[src/rtl/i2c_slv_pkg.sv]
package i2c_slv_pkg;
  localparam int BYTE_W = 8;

  typedef enum logic [2:0] {
    ST_IDLE,
    ST_ADDR,
    ST_ADDR_ACK,
    ST_WR,
    ST_WR_ACK,
    ST_RD,
    ST_RD_ACK
  } slv_state_e;
endpackage

[src/rtl/i2c_in_filt.sv]
module i2c_in_filt #(
  parameter int FILT_LEN = 3
) (
  input  logic clk_i,
  input  logic rst_ni,
  input  logic raw_i,
  output logic filt_o
);
  localparam int CW = $clog2(FILT_LEN + 1);

  logic [1:0]    sync_q;
  logic [CW-1:0] cnt_q;

  always_ff @(posedge clk_i or negedge rst_ni) begin
    if (!rst_ni) begin
      sync_q <= 2'b11;
      cnt_q  <= '0;
      filt_o <= 1'b1;
    end else begin
      sync_q <= {sync_q[0], raw_i};
      if (sync_q[1] == filt_o) begin
        cnt_q <= '0;
      end else if (cnt_q == CW'(FILT_LEN - 1)) begin
        filt_o <= sync_q[1];
        cnt_q  <= '0;
      end else begin
        cnt_q <= cnt_q + CW'(1);
      end
    end
  end
endmodule

[src/rtl/i2c_cond_det.sv]
module i2c_cond_det (
  input  logic clk_i,
  input  logic rst_ni,
  input  logic scl_i,
  input  logic sda_i,
  output logic scl_rise_o,
  output logic scl_fall_o,
  output logic start_o,
  output logic stop_o
);
  logic scl_q, sda_q;

  always_ff @(posedge clk_i or negedge rst_ni) begin
    if (!rst_ni) begin
      scl_q <= 1'b1;
      sda_q <= 1'b1;
    end else begin
      scl_q <= scl_i;
      sda_q <= sda_i;
    end
  end

  assign scl_rise_o = scl_i & ~scl_q;
  assign scl_fall_o = ~scl_i & scl_q;
  assign start_o    = scl_i & scl_q & sda_q & ~sda_i;
  assign stop_o     = scl_i & scl_q & ~sda_q & sda_i;
endmodule

[src/rtl/i2c_slv_fsm.sv]
module i2c_slv_fsm
  import i2c_slv_pkg::*;
#(
  parameter int          AW         = 8,
  parameter logic [4:0]  DEV_PREFIX = 5'b01011
) (
  input  logic              clk_i,
  input  logic              rst_ni,
  input  logic              sda_i,
  input  logic              scl_rise_i,
  input  logic              scl_fall_i,
  input  logic              start_i,
  input  logic              stop_i,
  input  logic [1:0]        dev_sel_i,
  output logic              sda_oe_o,
  output logic [AW-1:0]     ptr_o,
  output logic [BYTE_W-1:0] wdata_o,
  output logic              we_o,
  input  logic [BYTE_W-1:0] rdata_i
);
  slv_state_e        st_q;
  logic [3:0]        cnt_q;
  logic [BYTE_W-1:0] sh_q;
  logic              rnw_q, first_q;

  always_ff @(posedge clk_i or negedge rst_ni) begin
    if (!rst_ni) begin
      st_q     <= ST_IDLE;
      cnt_q    <= '0;
      sh_q     <= '0;
      rnw_q    <= 1'b0;
      first_q  <= 1'b0;
      sda_oe_o <= 1'b0;
      ptr_o    <= '0;
      wdata_o  <= '0;
      we_o     <= 1'b0;
    end else begin
      we_o <= 1'b0;
      if (we_o) ptr_o <= ptr_o + AW'(1);  // step after the strobe cycle
      if (stop_i) begin
        st_q     <= ST_IDLE;
        sda_oe_o <= 1'b0;
      end else if (start_i) begin
        st_q     <= ST_ADDR;
        cnt_q    <= '0;
        sda_oe_o <= 1'b0;
      end else begin
        unique case (st_q)
          ST_ADDR: begin
            if (scl_rise_i) begin
              sh_q  <= {sh_q[BYTE_W-2:0], sda_i};
              cnt_q <= cnt_q + 4'd1;
            end else if (scl_fall_i && cnt_q == 4'd8) begin
              if (sh_q[7:1] == {DEV_PREFIX, dev_sel_i}) begin
                sda_oe_o <= 1'b1;
                rnw_q    <= sh_q[0];
                st_q     <= ST_ADDR_ACK;
              end else begin
                st_q <= ST_IDLE;
              end
            end
          end
          ST_ADDR_ACK: begin
            if (scl_fall_i) begin
              cnt_q <= '0;
              if (rnw_q) begin
                sh_q     <= rdata_i;
                sda_oe_o <= ~rdata_i[BYTE_W-1];
                st_q     <= ST_RD;
              end else begin
                sda_oe_o <= 1'b0;
                first_q  <= 1'b1;
                st_q     <= ST_WR;
              end
            end
          end
          ST_WR: begin
            if (scl_rise_i) begin
              sh_q  <= {sh_q[BYTE_W-2:0], sda_i};
              cnt_q <= cnt_q + 4'd1;
            end else if (scl_fall_i && cnt_q == 4'd8) begin
              sda_oe_o <= 1'b1;
              st_q     <= ST_WR_ACK;
              if (first_q) begin
                ptr_o   <= AW'(sh_q);
                first_q <= 1'b0;
              end else begin
                we_o    <= 1'b1;
                wdata_o <= sh_q;
              end
            end
          end
          ST_WR_ACK: begin
            if (scl_fall_i) begin
              sda_oe_o <= 1'b0;
              cnt_q    <= '0;
              st_q     <= ST_WR;
            end
          end
          ST_RD: begin
            if (scl_rise_i) begin
              cnt_q <= cnt_q + 4'd1;
            end else if (scl_fall_i) begin
              if (cnt_q == 4'd8) begin
                sda_oe_o <= 1'b0;
                ptr_o    <= ptr_o + AW'(1);
                st_q     <= ST_RD_ACK;
              end else begin
                sh_q     <= {sh_q[BYTE_W-2:0], 1'b0};
                sda_oe_o <= ~sh_q[BYTE_W-2];
              end
            end
          end
          ST_RD_ACK: begin
            if (scl_rise_i && sda_i) begin
              st_q <= ST_IDLE;  // master NACK
            end else if (scl_fall_i) begin
              cnt_q    <= '0;
              sh_q     <= rdata_i;
              sda_oe_o <= ~rdata_i[BYTE_W-1];
              st_q     <= ST_RD;
            end
          end
          default: ;
        endcase
      end
    end
  end
endmodule

[src/rtl/i2c_reg_slave.sv]
module i2c_reg_slave
  import i2c_slv_pkg::*;
#(
  parameter int         AW         = 8,
  parameter int         FILT_LEN   = 3,
  parameter logic [4:0] DEV_PREFIX = 5'b01011
) (
  input  logic              clk_i,
  input  logic              rst_ni,
  input  logic              scl_i,
  input  logic              sda_i,
  output logic              sda_oe_o,
  input  logic [1:0]        dev_sel_i,
  output logic [AW-1:0]     reg_addr_o,
  output logic [BYTE_W-1:0] reg_wdata_o,
  output logic              reg_we_o,
  input  logic [BYTE_W-1:0] reg_rdata_i
);
  logic [1:0] raw, filt;
  logic scl_f, sda_f;
  logic scl_rise, scl_fall, start_det, stop_det;

  assign raw = {sda_i, scl_i};

  for (genvar g = 0; g < 2; g++) begin : g_filt
    i2c_in_filt #(.FILT_LEN(FILT_LEN)) u_filt (
      .clk_i (clk_i),
      .rst_ni(rst_ni),
      .raw_i (raw[g]),
      .filt_o(filt[g])
    );
  end

  assign scl_f = filt[0];
  assign sda_f = filt[1];

  i2c_cond_det u_cond (
    .clk_i     (clk_i),
    .rst_ni    (rst_ni),
    .scl_i     (scl_f),
    .sda_i     (sda_f),
    .scl_rise_o(scl_rise),
    .scl_fall_o(scl_fall),
    .start_o   (start_det),
    .stop_o    (stop_det)
  );

  i2c_slv_fsm #(.AW(AW), .DEV_PREFIX(DEV_PREFIX)) u_fsm (
    .clk_i     (clk_i),
    .rst_ni    (rst_ni),
    .sda_i     (sda_f),
    .scl_rise_i(scl_rise),
    .scl_fall_i(scl_fall),
    .start_i   (start_det),
    .stop_i    (stop_det),
    .dev_sel_i (dev_sel_i),
    .sda_oe_o  (sda_oe_o),
    .ptr_o     (reg_addr_o),
    .wdata_o   (reg_wdata_o),
    .we_o      (reg_we_o),
    .rdata_i   (reg_rdata_i)
  );
endmodule

[config.mk]
export PLATFORM = sky130hd
export DESIGN_NAME = i2c_reg_slave
export DESIGN_NICKNAME = d
export VERILOG_FILES = /design/src/rtl/i2c_slv_pkg.sv /design/src/rtl/i2c_in_filt.sv /design/src/rtl/i2c_cond_det.sv /design/src/rtl/i2c_slv_fsm.sv /design/src/rtl/i2c_reg_slave.sv
export SDC_FILE = /design/constraint.sdc
export NUM_CORES = 1
export LEC_CHECK = 0
export CAP_MARGIN = 0
export CORE_ASPECT_RATIO = 1.5
export CORE_MARGIN = 10
export CORE_UTILIZATION = 60
export CTS_CLUSTER_DIAMETER = 150
export CTS_CLUSTER_SIZE = 8
export DETAILED_ROUTE_END_ITERATION = 6
export PLACE_DENSITY = 0.85
export SETUP_SLACK_MARGIN = 0.4
export SKIP_LAST_GASP = 1
export SLEW_MARGIN = 20
export SYNTH_ARGS = -nofsm -noshare
export SYNTH_HDL_FRONTEND = slang
export SYNTH_SLANG_ARGS = --single-unit
[constraint.sdc]
create_clock -name clk_i -period 5.8 [get_ports clk_i]
set_input_delay 1.45 -clock clk_i [delete_from_list [all_inputs] [get_ports clk_i]]
set_output_delay 1.45 -clock clk_i [all_outputs]
set_load 0.05 [all_outputs]
Yosys cells after proc, flatten, opt, wreduce, memory -nomap -nowiden
Index checks and enable logic that the tools add are counted.
{"block": "totals", "input_bits": 14, "reg_bits": 47, "wordCells": 167}
{"block": "op_classes", "n_bitwise": 19, "n_addsub": 4, "reduce_logical": 18, "mux": 71, "eq_ne": 38}
{"op": "$mux 8", "n": 17}
{"op": "$mux 3", "n": 14}
{"op": "$ne 4x3->1 const B", "n": 8}
{"op": "$pmux 8 s4", "n": 1}
{"op": "$mux 1", "n": 25}
{"op": "$reduce_and 11->1", "n": 2}
{"op": "$pmux 3 s6", "n": 1}
{"op": "$mux 4", "n": 4}
{"op": "$ne 4x4->1 const B", "n": 4}
{"op": "$pmux 8 s2", "n": 1}
{"op": "$ne 2x1->1 const B", "n": 6}
{"op": "$not 1->1", "n": 12}
{"op": "$pmux 4 s3", "n": 1}
{"op": "$reduce_and 12->1", "n": 1}
{"op": "$reduce_and 6->1", "n": 2}
{"op": "$mux 2", "n": 5}
{"op": "$ne 2x2->1 const B", "n": 5}
{"op": "$eq 3x3->1 const B", "n": 3}
{"op": "$add 8x1->8 const B", "n": 1}
{"op": "$reduce_bool 4->1", "n": 2}
{"op": "$reduce_bool 8->1", "n": 1}
{"op": "$and 1x1->1", "n": 7}
{"op": "$eq 7x6->1", "n": 1}
{"op": "$reduce_and 7->1", "n": 1}
{"op": "18 further kinds", "n": 25}

Depth between registers and ports, before layout
Gate-level depths: netlist of run 1.
{"block": "logic_depth", "ltp_word": 8, "depth_mapped": 9, "ltp_nobuf": 7}

Cells and area by module
A second synthesis of run 1 with hierarchy kept.
{"block": "unflattened", "hier_cells": 269, "area_unflattened_um2": 2771.4}
{"module": "i2c_slv_fsm", "cells_each": 243, "n_inst": 1, "area_per_inst_um2": 2328.5, "seq_area_each_um2": 875.8}
{"module": "i2c_in_filt", "cells_each": 10, "n_inst": 2, "area_per_inst_um2": 178.9, "seq_area_each_um2": 128.9}
{"module": "i2c_cond_det", "cells_each": 6, "n_inst": 1, "area_per_inst_um2": 85.1, "seq_area_each_um2": 52.6}

Worst setup path before layout of run 1
Ideal clock, no wire load.
{"block": "synth_path", "kind": "input port to flip-flop", "startpoint": "in dev_sel_i[1]", "endpoint": "reg u_fsm.rnw_q", "setup_slack_ns": 3.089, "setup_ns": 0.128, "t_required_ns": 5.672, "stages": 4, "arrival_time_ns": 2.584, "n_path_buf": 0, "path_cell_list": "xor2_1 > or4_4 > nor3_1 > mux2_1"}
{"block": "synth_via", "elab_chain_cells": 2}
{"element": "start, declared", "line": "i2c_reg_slave.sv:13", "source": "input logic [1:0] dev_sel_i,"}
{"element": "$eq 7x6->1", "line": "i2c_slv_fsm.sv:54", "source": "if (sh_q[7:1] == {DEV_PREFIX, dev_sel_i}) begin"}
{"element": "$reduce_and 6->1 (no source line)"}
{"element": "end signal, assigned", "line": "i2c_slv_fsm.sv:56", "source": "rnw_q <= sh_q[0];"}
{"element": "end, declared", "line": "i2c_slv_fsm.sv:24", "source": "logic rnw_q, first_q;"}
Every way passes these cells.
A chain may end at the register's enable or synchronous reset.

Final worst setup path of run 1
{"block": "layout_path", "startpoint": "reg u_fsm.we_o", "endpoint": "out reg_we_o"}
{"element": "start, declared", "line": "i2c_slv_fsm.sv:18", "source": "output logic we_o,"}
{"element": "start signal, assigned", "line": "i2c_slv_fsm.sv:36", "source": "we_o <= 1'b0;"}
{"element": "start signal, assigned", "line": "i2c_slv_fsm.sv:38", "source": "we_o <= 1'b0;"}
{"element": "start signal, assigned", "line": "i2c_slv_fsm.sv:88", "source": "we_o <= 1'b1;"}
{"element": "end, declared", "line": "i2c_reg_slave.sv:16", "source": "output logic reg_we_o,"}
No word-level cell between the ends.

==> run summary, run 1 <==
The share of total power dissipated in the clock network is 20.2%. The share of synthesized flip-flops with an asynchronous set or reset is 100%. Ranked by total cell area, the synthesized netlist is headed by dfrtp_1, dfstp_2, mux2_4, mux2i_1, nand2_1. The combinational group share of total power is 33.6%. The number of nets with antenna violations after detailed routing came out at 0. The number of endpoints with negative hold slack in the final report came to 0. The Yosys step of the flow raised 0 warnings.

From synthesis to final layout, the design area changed by 15.1%. The sequential share of power came out at 46.2%. The max capacitance violation total came out at 0. From bottom edge to top edge, the die measures 101 um. The number of antenna violations at the first check in global routing is 0. The pin count of the biggest net entering global routing is 48. The endpoint class of the critical path is an output pin.

The first detailed-routing pass ran for 4 iterations. In this run the top signal layer used is met4. For the worst flop-to-flop path, the logic depth is 6. The largest individual stage delay along the critical path comes from the cell clkdlybuf4s50_1.

The via density per instance is 6.22. dfrtp_1 takes more of the synthesized area than any other cell. TritonCTS built the clock tree. The met2 wire length came out at 2950 um. The data arrival time at the worst-slack endpoint came out at 1.79 ns. The distinct cell type count after synthesis is 60. Setup repair after global routing left no endpoint under its margin.

The detailed-routed wire length on met3 is 353 um. The sum of overflow across all layers after global routing came out at 0. The flow ran to the end, and the final reports show no timing, DRC or antenna violations. Detailed placement ended at an HPWL of 4210 um.

The max-slew violation count is 0. The routed wire length per instance came out at 17.8 um. The total I/O pin count came out at 32. The areal power density over the cells is 389 nW/um2. The antenna cell count is 0. The clock period could shrink to 3.24 ns. The final worst hold slack came out at 0.360 ns. The switching power is 468 uW. The sum of negative setup slack is 0 ns.

The critical path start-end classification is flop to output pin. The floorplan die width came out at 74.0 um. The synthesized instance count came out at 250. The proportion of synthesized chip area in sequential cells came out at 45.1%. Across the VDD grid, the largest voltage drop is 0.342 mV. Of all nets on the critical path, the largest fanout is 13. Buffers placed on the I/O ports in this run total 31. The cell-internal power came out at 710 uW. The maximum frequency from static timing analysis is 0.309 GHz. The global-route usage over all layers came out at 16.0%. The root buffer cell is clkbuf_8.

The post-synthesis instance area came out at 2630 um2. The remaining max-slew budget at the tightest pin came out at 43.9%. The total of endpoints with negative setup slack in the final report is 0.

The worst hold path belongs to the class flop to flop. After floorplanning, the core was divided into 29 placement rows. The number of enable-type register cells in the synthesized netlist is 0. The number of buffer and inverter stages on the critical path came out at 1. The worst path required time came out at 4.35 ns. The final routed wirelength across all metal layers is 5770 um.

The number of buffers added by the clock tree synthesis step is 5. The wire length of the first global-routing pass came out at 9510 um. The routed metal-1 wirelength came out at 2270 um. The maximum cell stage delay along the critical path came out at 0.89 ns. The final layout contains 295 nets. The signal on the critical path passes through clkdlybuf4s50_1. The worst clock skew on the final layout is 0.00881 ns.

The via count of the first global-routing pass was 1933. The post-synthesis average cell area is 10.5 um2. The CTS clock-pin slew for the worst setup and hold paths came out at 0.09 ns. The number of hold buffers added after CTS was 0. The number of nets produced by synthesis came out at 267. The transition time at the pin with the least slew margin is 0.842 ns. After synthesis, the largest area contributor takes up 37.1% of total cell area.

The total DRC errors in the routed layout came out at 0. The floorplan core area is 4250 um2. The total number of cells along the worst setup path is 1. The routed layout has 2021 vias. For this configuration, the core starts out at a cell density of 61.9%.

The worst hold path depth came out at 0. In this run, post-CTS repair resized a total of 0 instances. In this run, synthesis produced a sequential element count of 47. The layout has 304 filler cells. The first-iteration detailed-routing DRC count came out at 213. The fraction of the cycle the final worst path needs came out at 55.8%. The source-to-sink clock delay at the later pin of the worst-skew pair came out at 0.31 ns. The maximum clock insertion buffer count came out at 2. The fraction of layout instances using a drive strength above 1 came out at 13.6%.

The overall die area came out at 7480 um2. Summed over all cells, the static leakage comes to 1.31 nW. The number of levels the H-tree was split into came out at 2. STA classifies the critical path startpoint as a flop.

The switching fraction of total power is 39.7%. The leading register cell type out of synthesis is dfrtp_1. At the end of routability-driven placement, the weighted congestion stood at 0.901. Clock tree synthesis found a total of 47 sinks. In this run the post-CTS setup repair buffer count came out at 0. The kind of cell adding the most delay to the critical path is buffers and inverters.
## path summary, 6_finish.rpt
check / endpoint / slack, ns / from
worst max-delay path: reg_we_o / 2.56 / u_fsm.we_o$_DFF_PN0_
worst min-delay path: g_filt[0].u_filt.sync_q[1]$_DFF_PN1_ / 0.36 / g_filt[0].u_filt.sync_q[0]$_DFF_PN1_
worst max register to register: u_fsm.sh_q[5]$_DFFE_PN0P_ / 3.55 / u_fsm.cnt_q[0]$_DFFE_PN0P_
worst min register to register: g_filt[0].u_filt.sync_q[1]$_DFF_PN1_ / 0.36 / g_filt[0].u_filt.sync_q[0]$_DFF_PN1_
max in group asynchronous: u_fsm.sh_q[2]$_DFFE_PN0P_ / 4.25 / rst_ni
min in group asynchronous: u_fsm.ptr_o[3]$_DFF_PN0_ / 1.14 / rst_ni
## per-layer routing
| layer | up-vias | track usage [%] |
|---|---|---|
| li1 | 975 | - |
| met1 | 959 | 18.5 |
| met2 | 69 | 26.8 |
| met3 | 18 | 3.45 |
| met4 | 0 | 8.06 |
| met5 | - | 0 |
## cell families after synthesis
| kind of cell | share of synthesized area, % |
|---|---|
| multiplexers | 10.1 |
| XOR/XNOR | 5.00 |
| buffers and inverters | 4.14 |
| adder cells (fa/ha/maj) | 1.43 |
| flip-flops | 45.1 |
| AO/OA/AOI/OAI | 16.3 |
| AND/OR/NAND/NOR | 17.9 |
## per-stage QoR
stage / cell area, um2 / std cells / total power, mW / utilization, % / worst slack, ns
finish: 3030 / 325 / 1.18 / 71.3 / 2.56
global route: 3030 / 325 / 1.26 / 71.3 / 2.53
CTS: 3020 / 325 / 1.18 / 71.2 / 2.57
detailed placement: 2910 / 317 / 0.941 / 68.6 / 2.58
global placement: 2910 / 317 / 0.928 / 68.6 / 2.61
floorplan: 2630 / 250 / 0.843 / - / 3.09
## registers in the layout (all words and copies together), names as in the netlist
name and cells:
u_fsm.cnt_q 4, u_fsm.st_q 3, u_cond.sda_q 1, u_cond.scl_q 1
u_fsm.sh_q 8, u_fsm.first_q 1, g_filt.u_filt.sync_q 4, g_filt.u_filt.filt_o 2
u_fsm.ptr_o 8, g_filt.u_filt.cnt_q 4, u_fsm.sda_oe_o 1, u_fsm.rnw_q 1
u_fsm.we_o 1, u_fsm.wdata_o 8
## Yosys cell counts, types with 2 or more instances
master    count
a211o_1       2
a21boi_0      2
a21oi_1       8
a22o_1        2
and2_1        2
and3b_1       2
buf_2         3
buf_6         5
clkbuf_1      2
dfrtp_1      39
dfstp_2       8
ha_1          3
inv_1         5
mux2_2        3
mux2_4        8
mux2i_1      10
nand2_1      26
nand3_1       6
nand4_1       4
nand4b_1      2
nor2_1       12
nor2b_1       7
nor3_1        9
nor3b_1       2
o211ai_1      6
o21ai_0      17
o221ai_1      6
o31ai_1       2
o41ai_1       2
or3_1         2
xnor2_1       7
xor2_1        8
## power by group through the flow
stage	clock network (mW)	registers [mW]	logic, mW
after floorplan	0	0.500	0.343
after global placement	0	0.546	0.382
after detailed placement	0	0.549	0.392
after CTS	0.244	0.543	0.394
after global routing	0.256	0.560	0.440
final	0.238	0.545	0.395
## area by class of cell
class,count,area [um2],area share (%)
clock buffer,6,72.6,2.40
clock inverter,2,37.5,1.24
inverter,6,22.5,0.744
multi-input combinational,186,1330,44.1
sequential,47,1190,39.2
tap,46,57.6,1.90
timing repair buffer,32,315,10.4
## layout by cell type, fill, tap and decap left out, types with 2 or more instances in the layout
cell type / instances
dfrtp_1: 39
clkdlybuf4s50_1: 30
nand2_1: 26
o21ai_0: 17
nor2_1: 12
mux2i_1: 10
nor3_1: 9
a21oi_1: 8
xor2_1: 8
mux2_4: 8
dfstp_2: 8
xnor2_1: 7
nor2b_1: 7
nand3_1: 6
o211ai_1: 6
o221ai_1: 6
inv_1: 5
clkbuf_8: 5
nand4_1: 4
mux2_2: 3
ha_1: 3
and3b_1: 2
a21boi_0: 2
nand4b_1: 2
a211o_1: 2
a22o_1: 2
nor3b_1: 2
or3_1: 2
and2_1: 2
o31ai_1: 2
o41ai_1: 2
buf_4: 2
Power figures use the tool's default switching activity.
==> run 2, diff against run 1 <==
--- a/config.mk
+++ b/config.mk
@@ -8,11 +8,11 @@
 export CAP_MARGIN = 0
 export CORE_ASPECT_RATIO = 1.5
 export CORE_MARGIN = 10
-export CORE_UTILIZATION = 60
+export CORE_UTILIZATION = 50
 export CTS_CLUSTER_DIAMETER = 150
 export CTS_CLUSTER_SIZE = 8
 export DETAILED_ROUTE_END_ITERATION = 6
-export PLACE_DENSITY = 0.85
+export PLACE_DENSITY = 0.76
 export SETUP_SLACK_MARGIN = 0.4
 export SKIP_LAST_GASP = 1
 export SLEW_MARGIN = 20
==> constraint.sdc (replaced) <==
create_clock -name clk_i -period 2.7 [get_ports clk_i]
set_input_delay 0.675 -clock clk_i [delete_from_list [all_inputs] [get_ports clk_i]]
set_output_delay 0.675 -clock clk_i [all_outputs]
set_load 0.05 [all_outputs]
==> run summary, run 2 (synthesized netlist as in run 1, its figures left out) <==
The most common library cell in the layout ignoring fill and taps is dfrtp_1 (unchanged). The total I/O pin count came out at 32 (unchanged). The die height came out at 109 um (was 101 um). The number of antenna violations at the first check in global routing is 0 (unchanged). The max capacitance violation total came to 0 (unchanged). The antenna cell count came out at 0 (unchanged). Top library cells by usage in the layout, fill and taps aside: dfrtp_1, nand2_1, clkdlybuf4s50_1 (was dfrtp_1, clkdlybuf4s50_1, nand2_1). The sum of overflow across all layers after global routing came out at 0 (unchanged).

The worst clock skew on the final layout is 0.0101 ns (was 0.00881 ns). The kind of cell adding the most delay to the critical path is buffers and inverters (unchanged). The remaining max-slew budget at the tightest pin came out at 59.5% (was 43.9%). The final core utilization is 60.6% (was 71.3%).

The sum of negative setup slack was 0 ns (unchanged). The transition time at the pin with the least slew margin is 0.602 ns (was 0.842 ns). The number of endpoints with negative hold slack in the final report came out at 0 (unchanged). The root buffer cell was clkbuf_8 (unchanged). The wire length of the first global-routing pass came to 10200 um (was 9510 um). The global-route usage over all layers came out at 14.8% (was 16.0%). The maximum cell stage delay along the critical path was 0.83 ns (was 0.89 ns). The floorplan die width came out at 79.2 um (was 74.0 um). The fraction of layout instances using a drive strength above 1 is 15.2% (was 13.6%). The areal power density over the cells came to 838 nW/um2 (was 389 nW/um2). The data arrival time at the worst-slack endpoint is 1.56 ns (was 1.79 ns). The post-placement worst setup slack came out at 0.214 ns (was 2.58 ns). Run status: complete, no violations (unchanged).

Cells along the critical path: clkdlybuf4s50_1 (unchanged). The number of buffers added by the clock tree synthesis step came out at 5 (unchanged). The routability-driven placement congestion ratio came to 0.894 (was 0.901). The total DRC errors in the routed layout is 0 (unchanged).

The number of hold buffers added after CTS came out at 0 (unchanged). Biggest registers after layout: u_fsm.ptr_o (8), u_fsm.sh_q (8), u_fsm.wdata_o (8) (unchanged). The number of nets with antenna violations after detailed routing is 0 (unchanged).

The leakage power figure came to 1.40 nW (was 1.31 nW). The max-slew violation count is 0 (unchanged). The count of input and output buffers came out at 31 (unchanged). The floorplan core area was 5120 um2 (was 4250 um2). The pin count of the biggest net entering global routing was 48 (unchanged).

The class of the worst hold path is input pin to async pin (was flop to flop). The maximum clock insertion buffer count is 2 (unchanged). The number of sinks handled by clock tree synthesis came to 47 (unchanged). The total chip power is 2.60 mW (was 1.18 mW). The fraction of the cycle the final worst path needs came out at 82.9%.

The signed area change from the synthesized netlist to the final layout came out at 18.2% (was 15.1%). The setup slack after layout came out at 0.462 ns (was 2.56 ns). The overall die area is 8620 um2 (was 7480 um2). The worst-path maximum fanout was 4 (was 13). The CTS clock-pin slew for the worst setup and hold paths was 0.09 ns (about the same). The start point of the critical path is u_fsm.ptr_o[5]$_DFF_PN0_ (was u_fsm.we_o$_DFF_PN0_). The first-iteration detailed-routing DRC count was 187 (was 213).

The placed wire-length estimate came out at 4510 um (was 4210 um). The worst path required time is 2.03 ns (was 4.35 ns). The critical path start-end classification is flop to output pin (unchanged). The number of buffer and inverter stages on the critical path came out at 1 (unchanged).

The placement row count is 32 (was 29). The final routed wirelength across all metal layers came out at 6130 um (was 5770 um). The via count of the first global-routing pass is 2081 (was 1933). The peak ir drop on the vdd network is 0.620 mV (was 0.342 mV). The cell type of the slowest stage on the worst timing path is clkdlybuf4s50_1 (unchanged). The number of levels the H-tree was split into is 2 (unchanged). The clock tree from TritonCTS was yes (unchanged). The source-to-sink clock delay at the later pin of the worst-skew pair was 0.31 ns (about the same). The first-pass iteration count of the detailed router came to 4 (unchanged). The launching element type of the critical path is a flop (unchanged). The total of endpoints with negative setup slack in the final report is 0 (unchanged). The worst flop-to-flop path startpoint is u_fsm.st_q[1]$_DFFE_PN0P_ (was u_fsm.cnt_q[0]$_DFFE_PN0P_). The time the final worst path needs with I/O delays and setup came out at 2.24 ns. The final layout net count came out at 298 (was 295). The endpoint class of the critical path is an output pin (unchanged).

The maximum frequency from static timing analysis is 0.447 GHz. The via density per instance came to 5.95 (was 6.22). The routed via count is 2082 (was 2021).

Setup repair after global routing missed its margin: no (unchanged). The routed wire length per instance is 17.5 um (was 17.8 um). The initial core utilization came out at 51.3% (was 61.9%).
-- run 2: timing repair --
action                                  in CTS  in global routing
endpoints found under the setup margin       2                 11
buffers inserted                             0                  0
resized for setup                            2                  4
-- run 2: per-layer routing --
layer | GRT usage, % | vias to the layer above | wire length [um]
met1 | 16.2 | 1005 | 2390
met4 | 6.56 | 0 | 240
li1 | - | 980 | -
met2 | 26.0 | 79 | 3170
met5 | 0 | - | 0
met3 | 3.79 | 18 | 325
-- run 2: area by class of cell --
class	instances	area, um2
sequential	47	1190
timing repair buffer	35	353
clock buffer	6	82.6
fill	469	2020
multi-input combinational	186	1340
tap	68	85.1
inverter	6	22.5
clock inverter	2	38.8
-- run 2: power by group --
part | switching, mW | total [mW] | internal (mW) | leakage [nW]
Clock | 0.250 | 0.555 | 0.305 | 0.0618
Sequential | 0.289 | 1.18 | 0.895 | 0.602
Combinational | 0.498 | 0.865 | 0.367 | 0.740
Total | 1.04 | 2.60 | 1.57 | 1.40
-- run 2: final timing paths --
| kind | endpoint | slack [ns] | cells after the start |
|---|---|---|---|
| min in group clk_i | g_filt[1].u_filt.sync_q[1]$_DFF_PN1_ | 0.36 | 0 |
| max | reg_addr_o[5] | 0.46 | 1 |
| max reg2reg | u_fsm.ptr_o[7]$_DFF_PN0_ | 0.60 | 5 |
| min reg2reg | g_filt[1].u_filt.sync_q[1]$_DFF_PN1_ | 0.36 | 0 |
| max in group asynchronous | u_cond.sda_q$_DFF_PN1_ | 2.07 | 2 |
| min | u_fsm.ptr_o[0]$_DFF_PN0_ | 0.33 | 2 |
-- run 2: metrics by stage --
stage / area [um2] / hold WS, ns / std cells
3_3_place_gp: 2980 / 0.347 / 342
6_report: 3110 / 0.329 / 350
3_5_place_dp: 2980 / 0.348 / 342
4_1_cts: 3090 / 0.350 / 350
5_1_grt: 3110 / 0.355 / 350
2_1_floorplan: 2630 / 0.345 / 250
==> run 3, diff against run 2 <==
==> constraint.sdc (replaced) <==
create_clock -name clk_i -period 1.8 [get_ports clk_i]
set_input_delay 0.45 -clock clk_i [delete_from_list [all_inputs] [get_ports clk_i]]
set_output_delay 0.45 -clock clk_i [all_outputs]
set_load 0.05 [all_outputs]
==> run summary, run 3 (synthesized netlist as in run 1, its figures left out) <==
The first-iteration detailed-routing DRC count is 134 (was 187). The routed via count is 2349 (was 2082). The CTS clock-pin slew for the worst setup and hold paths is 0.10 ns (was 0.09 ns). The global-route usage over all layers came out at 16.6% (was 14.8%). The cell count after placement came to 375 (was 342). Setup repair after global routing missed its margin: yes (was no).

The count of input and output buffers is 31 (unchanged). The smallest clock period supported by the final layout is computed as 1.87 ns. The number of endpoints with negative hold slack in the final report was 0 (unchanged). Run status: finished, violations left (was complete, no violations).

The fraction of layout instances using a drive strength above 1 is 45.3% (was 15.2%). The number of antenna violations at the first check in global routing came to 0 (unchanged). The endpoint class of the critical path is a flop (was output pin). The area used by multi-input combinational logic is 1510 um2 (was 1340 um2). The sum of negative setup slack came out at -0.490 ns (was 0 ns). The source-to-sink clock delay at the later pin of the worst-skew pair is 0.31 ns (about the same). The maximum clock insertion buffer count is 2 (unchanged). The clock tree from TritonCTS was yes (unchanged). The routed wire length per instance came to 17.7 um (was 17.5 um). The areal power density over the cells is 1250 nW/um2 (was 838 nW/um2). The class of the worst hold path is input pin to async pin (unchanged).

The total DRC errors in the routed layout is 0 (unchanged). The floorplan core area came out at 5120 um2 (unchanged). The worst clock skew on the final layout came out at 0.0100 ns (was 0.0101 ns). The leakage power figure is 1.72 nW (was 1.40 nW). The final core utilization is 73.6% (was 60.6%). The total of endpoints with negative setup slack in the final report was 12 (was 0). The max-slew violation count came out at 0 (unchanged). The final routed wirelength across all metal layers was 7240 um (was 6130 um). The peak ir drop on the vdd network is 1.15 mV (was 0.620 mV). The floorplan die width is 79.2 um (unchanged).

The total I/O pin count is 32 (unchanged). The final worst hold slack was 0.0849 ns (was 0.329 ns). The remaining max-slew budget at the tightest pin was 67.8% (was 59.5%). Based on the critical path, the design can be clocked at up to 0.535 GHz. The routability-driven placement congestion ratio came out at 0.889 (was 0.894). The number of sinks handled by clock tree synthesis is 47 (unchanged). The setup slack after layout is -0.0687 ns (was 0.462 ns). The number of levels the H-tree was split into came to 2 (unchanged). The worst path required time was 2.00 ns (was 2.03 ns). The data arrival time at the worst-slack endpoint is 2.06 ns (was 1.56 ns). The launching element type of the critical path was a flop (unchanged). The initial core utilization came to 51.3% (unchanged).

The placement row count was 32 (unchanged). The filler-free cell count of the finished design was 408 (was 350). The checks that failed: negative setup slack. The final layout net count came out at 356 (was 298).

The placed wire-length estimate is 5050 um (was 4510 um). The most common library cell in the layout ignoring fill and taps is buf_4 (was dfrtp_1). The post-route standard cell area excluding fillers came out at 3770 um2 (was 3110 um2). The sequential cell area is 1190 um2 (about the same). The die height is 109 um (unchanged). The via count of the first global-routing pass is 2381 (was 2081). The placed standard-cell area is 3320 um2 (was 2980 um2).

The antenna cell count is 0 (unchanged). The critical path start-end classification is flop to flop (was flop to output pin). The signed area change from the synthesized netlist to the final layout came out at 43.5% (was 18.2%). The max capacitance violation total came out at 0 (unchanged).

The number of nets with antenna violations after detailed routing came to 0 (unchanged). Biggest registers after layout: u_fsm.ptr_o (8), u_fsm.sh_q (8), u_fsm.wdata_o (8) (unchanged). The wire length of the first global-routing pass came out at 11400 um (was 10200 um). The root buffer cell is clkbuf_8 (unchanged). The transition time at the pin with the least slew margin is 0.483 ns (was 0.602 ns). The worst-path maximum fanout came out at 5 (was 4). The sum of overflow across all layers after global routing came out at 0 (unchanged).

Top library cells by usage in the layout, fill and taps aside: buf_4, dfrtp_1, nand2_1 (was dfrtp_1, nand2_1, clkdlybuf4s50_1). The fraction of the cycle the final worst path needs came out at 104%. The filler cell count is 353 (was 469).

The via density per instance came out at 5.76 (was 5.95). The number of buffers added by the clock tree synthesis step came out at 5 (unchanged). The pin count of the biggest net entering global routing is 29 (was 48). The first-pass iteration count of the detailed router came out at 4 (unchanged). The overall die area came to 8620 um2 (unchanged).
-- run 3: worst paths after layout --
check	depth (start not counted)	slack [ns]	from	end
min in group clk_i	0	0.37	g_filt[0].u_filt.sync_q[0]$_DFF_PN1_	g_filt[0].u_filt.sync_q[1]$_DFF_PN1_
setup reg to reg	7	-0.07	u_fsm.cnt_q[1]$_DFFE_PN0P_	u_fsm.wdata_o[7]$_DFFE_PN0P_
hold / removal	1	0.08	rst_ni	u_fsm.ptr_o[4]$_DFF_PN0_
max in group asynchronous	2	1.12	rst_ni	g_filt[1].u_filt.sync_q[0]$_DFF_PN1_
setup / recovery	7	-0.07	u_fsm.cnt_q[1]$_DFFE_PN0P_	u_fsm.wdata_o[7]$_DFFE_PN0P_
hold reg to reg	0	0.37	g_filt[0].u_filt.sync_q[0]$_DFF_PN1_	g_filt[0].u_filt.sync_q[1]$_DFF_PN1_
-- run 3: critical path, stage by stage (launching register included) --
cell	delay, ns
dfrtp_1	0.40
inv_2	0.08
ha_4	0.12
and3b_2	0.24
nand2_4	0.06
or3_4	0.40
buf_8	0.16
mux2_4	0.30
-- run 3: timing repair --
action | in CTS | in global routing
hold buffers | 0 | 0
cloned | 1 | 0
buffers inserted | 15 | 9
pin swaps | 4 | 11
resized for setup | 24 | 19
endpoints found under the setup margin | 41 | 45
-- run 3: per-stage QoR --
stage	power [mW]	worst slack, ns
finish	4.71	-0.0687
global placement	3.51	-0.301
CTS	4.55	-0.0270
global route	5.01	-0.117
detailed placement	3.56	-0.384
floorplan	2.89	-0.0137
-- run 3: per-layer routing --
| metal | wire [um] | vias up | GRT usage (%) |
|---|---|---|---|
| met4 | 413 | 0 | 9.25 |
| li1 | - | 1092 | - |
| met3 | 381 | 29 | 4.53 |
| met1 | 2640 | 1141 | 16.9 |
| met2 | 3800 | 87 | 29.9 |
| met5 | 0 | - | 0 |
-- run 3: report_power, final --
part / internal, mW / switching [mW] / leakage [nW] / total [mW]
Combinational: 1.05 / 1.17 / 1.07 / 2.22
Sequential: 1.35 / 0.306 / 0.590 / 1.65
Clock: 0.457 / 0.377 / 0.0618 / 0.834
Total: 2.86 / 1.85 / 1.72 / 4.71
-- run 3: area by class of cell --
cell class | count | area share (%)
multi-input combinational | 186 | 40.0
sequential | 47 | 31.7
timing repair buffer | 93 | 22.2
clock buffer | 6 | 2.19
clock inverter | 2 | 1.03
inverter | 6 | 0.597
tap | 68 | 2.26
